===== src/rtl/clk_div_frac.sv =====
module clk_div_frac #(
  parameter int NCH = 2
) (
  input  logic           clk,
  input  logic           rst,
  input  logic [2:0]     n_code,
  input  logic           upd,
  output logic [NCH-1:0] out_p,
  output logic [NCH-1:0] out_n
);
  localparam int MAX_HALF = 24;
  localparam int CNT_W = $clog2(MAX_HALF + 1);

  function automatic logic [CNT_W-1:0] half_of(input logic [2:0] c);
    case (c)
      3'd0: half_of = CNT_W'(2);
      3'd1: half_of = CNT_W'(3);
      3'd2: half_of = CNT_W'(4);
      3'd3: half_of = CNT_W'(6);
      3'd4: half_of = CNT_W'(8);
      3'd5: half_of = CNT_W'(12);
      3'd6: half_of = CNT_W'(16);
      default: half_of = CNT_W'(24);
    endcase
  endfunction

  logic [2:0]       cur_code, pend_code;
  logic             pend_v;
  logic [CNT_W-1:0] cnt;
  logic             lvl;

  wire [CNT_W-1:0] half   = half_of(cur_code);
  wire             at_end = (cnt == half - CNT_W'(1));
  wire             ck     = lvl & ~rst;

  always_ff @(posedge clk) begin
    if (rst) begin
      cnt       <= '0;
      lvl       <= 1'b0;
      cur_code  <= n_code;
      pend_code <= n_code;
      pend_v    <= 1'b0;
    end else begin
      if (at_end) begin
        cnt <= '0;
        lvl <= ~lvl;
        if (!lvl && pend_v) begin
          cur_code <= pend_code;
          pend_v   <= 1'b0;
        end
      end else begin
        cnt <= cnt + CNT_W'(1);
      end
      if (upd) begin
        pend_code <= n_code;
        pend_v    <= 1'b1;
      end
    end
  end

  for (genvar i = 0; i < NCH; i++) begin : g_ch
    assign out_p[i] = ck;
    assign out_n[i] = ~ck;
  end

  assert_reset_levels_R3: assert property (@(posedge clk)
    rst |-> (out_p == '0 && out_n == '1));

  assert_complement_R6: assert property (@(posedge clk) disable iff (rst)
    out_n == ~out_p);

  assert_channels_match_R5: assert property (@(posedge clk) disable iff (rst)
    out_p == {NCH{out_p[0]}});

  assert_code_swap_on_rise_R7: assert property (@(posedge clk) disable iff (rst)
    (cur_code != $past(cur_code)) |-> ($rose(lvl) || $past(rst)));

  assert_count_in_range_R2: assert property (@(posedge clk) disable iff (rst)
    cnt < half);
endmodule


===== config.mk =====
export PLATFORM = sky130hd
export DESIGN_NAME = clk_div_frac
export DESIGN_NICKNAME = d
export VERILOG_FILES = /design/src/rtl/clk_div_frac.sv
export SDC_FILE = /design/constraint.sdc
export NUM_CORES = 1
export LEC_CHECK = 0
export ABC_CLOCK_PERIOD_IN_PS = 2500
export BUFFER_PORTS_ARGS = -buffer_cell sky130_fd_sc_hd__buf_2
export CAP_MARGIN = 20
export CORE_MARGIN = 4
export CORE_UTILIZATION = 50
export CTS_CLUSTER_DIAMETER = 50
export DETAILED_ROUTE_END_ITERATION = 6
export GPL_TIMING_DRIVEN = 0
export PLACE_DENSITY = 0.75
export SYNTH_ARGS = -nofsm -noshare
export SYNTH_HDL_FRONTEND = slang
export SYNTH_SLANG_ARGS = --single-unit

===== constraint.sdc =====
create_clock -name clk -period 2.5 [get_ports clk]
set_input_delay 0.5 -clock clk [delete_from_list [all_inputs] [get_ports clk]]
set_output_delay 0.5 -clock clk [all_outputs]
set_load 0.02 [all_outputs]

==> flow_metrics.env <==
export IMPL_vias=531
export IMPL_final_nets=95
export IMPL_power_switching_uw=128
export IMPL_dp_cells=94
export IMPL_synth_largest_area_cell="edfxtp_1"
export IMPL_crit_chain="buf_4 > nand2b_4 > or2b_1 > ha_2 > nor2b_2 > xnor2_1 > a32oi_2 > a221oi_4 > buf_6 > mux2_4"
export IMPL_cap_violations=0
export IMPL_drive_gt1_frac=0.384
export IMPL_clkTransAtPathRegs_ns=0.08
export IMPL_seqPwrFrac=0.519
export IMPL_p_leak_nw=0.356
export IMPL_clk_latency_ns=0.26
export IMPL_cp_data_arrival_time_ns=2.54
export IMPL_sw_frac_of_total=0.263
export IMPL_regToRegSetupSlack_ns=0.11
export IMPL_period_minus_slack_ns=2.39
export IMPL_placed_area_um2=805
export IMPL_rsz0062_at_grt="false"
export IMPL_yosysMostFrequentCell="dfxtp_1"
export IMPL_cts_made_buffers=3
export IMPL_root_buffer="clkbuf_4"
export IMPL_worst_path_max_fanout=8
export IMPL_p_comb_frac=0.227
export IMPL_antenna_found_initial=0
export IMPL_hold_path_end="pend_code[2]"
export IMPL_syn_area_per_cell_um2=10.6
export IMPL_yosysWarningCount=0
export IMPL_clock_path_buffers=2
export IMPL_gp_congestion=0.730
export IMPL_pin_count=10
export IMPL_hold_class="in2reg"
export IMPL_critical_path_required_ns=2.65
export IMPL_grt_use_total=0.141
export IMPL_skew_ns=0.00409
export IMPL_async_flop_share=0
export IMPL_first_pass_iters=1
export IMPL_slew_headroom=0.700
export IMPL_synth_cells=70
export IMPL_synth_fp_nets=78
export IMPL_grt_pass1_vias=519
export IMPL_ys_ff_latch=13
export IMPL_tightestPinTransition_ns=0.450
export IMPL_ant_nets=0
export IMPL_wl_per_cell_um=12.9
export IMPL_hold_viol_final=0
export IMPL_hold_start="n_code[2]"
export IMPL_synth_area_um2=741
export IMPL_slew_violations=0
export IMPL_fp_dieW_um=46.5
export IMPL_n_antenna_cell=0
export IMPL_p_total_uw=487
export IMPL_synth_seq_area_share=0.432
export IMPL_synthFlopType="dfxtp_1"
export IMPL_port_buffers=9
export IMPL_crit_path_end_kind="flip-flop"
export IMPL_startpoint_type="flip-flop"
export IMPL_synth_cell_types=32
export IMPL_post_route_util=0.644
export IMPL_yosys_top_cells_count="dfxtp_1, edfxtp_1, nor2_1, nor3_1"
export IMPL_cpPeakStageDelay_ns=0.36
export IMPL_drt_initial_drc_count=0
export IMPL_grt_pass1_wl_um=2170
export IMPL_r2r_cells=10
export IMPL_die_y_um=46.5
export IMPL_vdd_drop_max_uv=375
export IMPL_core_area_um2=1350
export IMPL_htreeDepth=1
export IMPL_rows=13
export IMPL_status="finished clean"
export IMPL_r2r_start="cur_code[1]"
export IMPL_post_dp_hpwl_um=926
export IMPL_cts_tree="done"
export IMPL_p_int_uw=359
export IMPL_power_density_nw_per_um2=560
export IMPL_fmax_mhz=418
export IMPL_finalSetupViolCount=0
export IMPL_synthTopCellsByArea="edfxtp_1, dfxtp_1, xnor2_1"
export IMPL_cts_sinks=13
export IMPL_synth_top_area_frac=0.243
export IMPL_die_area_um2=2160
export IMPL_syn2layout_area_growth_pct=17.4
export IMPL_pwr_share_clk=0.254
export IMPL_fin_crit_sh=0.956
export IMPL_overflow=0
export IMPL_drc=0
export IMPL_whs_path_depth=1
export IMPL_viasPerCell=5.26
export IMPL_stdcell_count=101
export IMPL_drt_wl_total_um=1310
export IMPL_fin_area_um2=870
export IMPL_cp_slowest_cell="edfxtp_1"
export IMPL_setup_worst_path_class="reg2reg"
export IMPL_synth_edf_count=6
export IMPL_start_util=0.549
export IMPL_grt_max_degree=11
export IMPL_r2r_end="lvl"
==> power by group through the flow <==
| stage | clock [mW] | sequential (mW) | combinational, mW |
|---|---|---|---|
| final | 0.124 | 0.253 | 0.111 |
| after floorplan | 0 | 0.255 | 0.0803 |
| after detailed placement | 0 | 0.258 | 0.0991 |
| after CTS | 0.125 | 0.253 | 0.105 |
| after global placement | 0 | 0.257 | 0.0961 |
| after global routing | 0.135 | 0.255 | 0.120 |
==> placed cells by master, fill, tap and decap left out, types with 2 or more instances in the layout <==
| master | Yosys | final |
|---|---|---|
| buf_2 | 1 | 10 |
| buf_4 | 4 | 6 |
| buf_6 | 1 | 2 |
| clkbuf_1 | 1 | 2 |
| clkbuf_4 | 0 | 3 |
| dfxtp_1 | 7 | 7 |
| edfxtp_1 | 6 | 6 |
| inv_1 | 3 | 3 |
| mux2_2 | 3 | 3 |
| nand2_1 | 2 | 2 |
| nand3_1 | 2 | 2 |
| nor2_1 | 6 | 6 |
| nor3_1 | 5 | 5 |
| nor3b_1 | 2 | 2 |
| o21ai_0 | 2 | 2 |
| xnor2_1 | 4 | 4 |
| xor2_1 | 3 | 3 |
==> state kept, by name, summed over array words and instances, names as in the netlist <==
| signal | flops |
|---|---|
| pend_v | 1 |
| cnt | 5 |
| cur_code | 3 |
| lvl | 1 |
| pend_code | 3 |
==> per-stage QoR <==
step / worst slack, ns / hold WS, ns / TNS [ns]
5_1_grt: 0.00446 / 0.419 / 0
3_3_place_gp: 0.0408 / 0.488 / 0
3_5_place_dp: -0.0321 / 0.520 / -0.0961
6_report: 0.110 / 0.424 / 0
4_1_cts: 0.106 / 0.420 / 0
2_1_floorplan: 0.191 / 0.478 / 0
==> how the worst max path moves through the flow <==
stage	startpoint	endpoint	depth (start not counted)
finish	cur_code[1]	lvl	10
floorplan	cur_code[1]	cur_code[0]	8
global placement	cur_code[1]	cur_code[0]	8
CTS	cur_code[1]	lvl	9
detailed placement	cur_code[1]	cur_code[1]	9
global route	cur_code[1]	lvl	10
==> worst max-delay path, delay by kind of cell, from the launching register on <==
kind                       cells  cell delay (ns)
AOI/OAI and AO/OA              2             0.45
xor gates and xnor gates       1             0.18
adders and majority gates      1             0.19
buffers and inverters          2             0.33
DFF                            1             0.36
muxes                          1             0.28
and+or+nand+nor                3             0.48
==> area by class of cell <==
cell class | instances | area [µm²]
inverter | 3 | 11.3
buffer | 8 | 55.1
timing repair buffer | 12 | 71.3
tap | 15 | 18.8
fill | 113 | 480
clock buffer | 4 | 26.3
multi-input combinational | 46 | 367
sequential | 13 | 320
==> kinds of logic (layout without fill, tap and decap cells) <==
kind of cell / after synthesis / after routing / share of synthesized area
flops: 13 / 13 / 0.432
fa+ha+maj: 2 / 2 / 0.0338
compound gates: 9 / 9 / 0.117
mux: 4 / 4 / 0.0659
simple gates: 24 / 24 / 0.179
buf+inv: 11 / 27 / 0.0895
xor+xnor: 7 / 7 / 0.0828
==> timing repair <==
| item | 4_1_cts | 5_1_grt |
|---|---|---|
| gates resized for setup | 0 | 4 |
| pin swaps | 1 | 2 |
| buffers inserted | 3 | 0 |
| setup endpoints to repair | 3 | 1 |
| hold buffers | 0 | 0 |
==> per-layer routing <==
layer  track usage  up-vias  share of wire
met5             0        -              0
met4        0.0739        0          0.018
met3        0.0234        4          0.031
met2         0.231       10           0.47
met1         0.176      245           0.48
li1              -      272              -
Power figures use the tool's default switching activity.
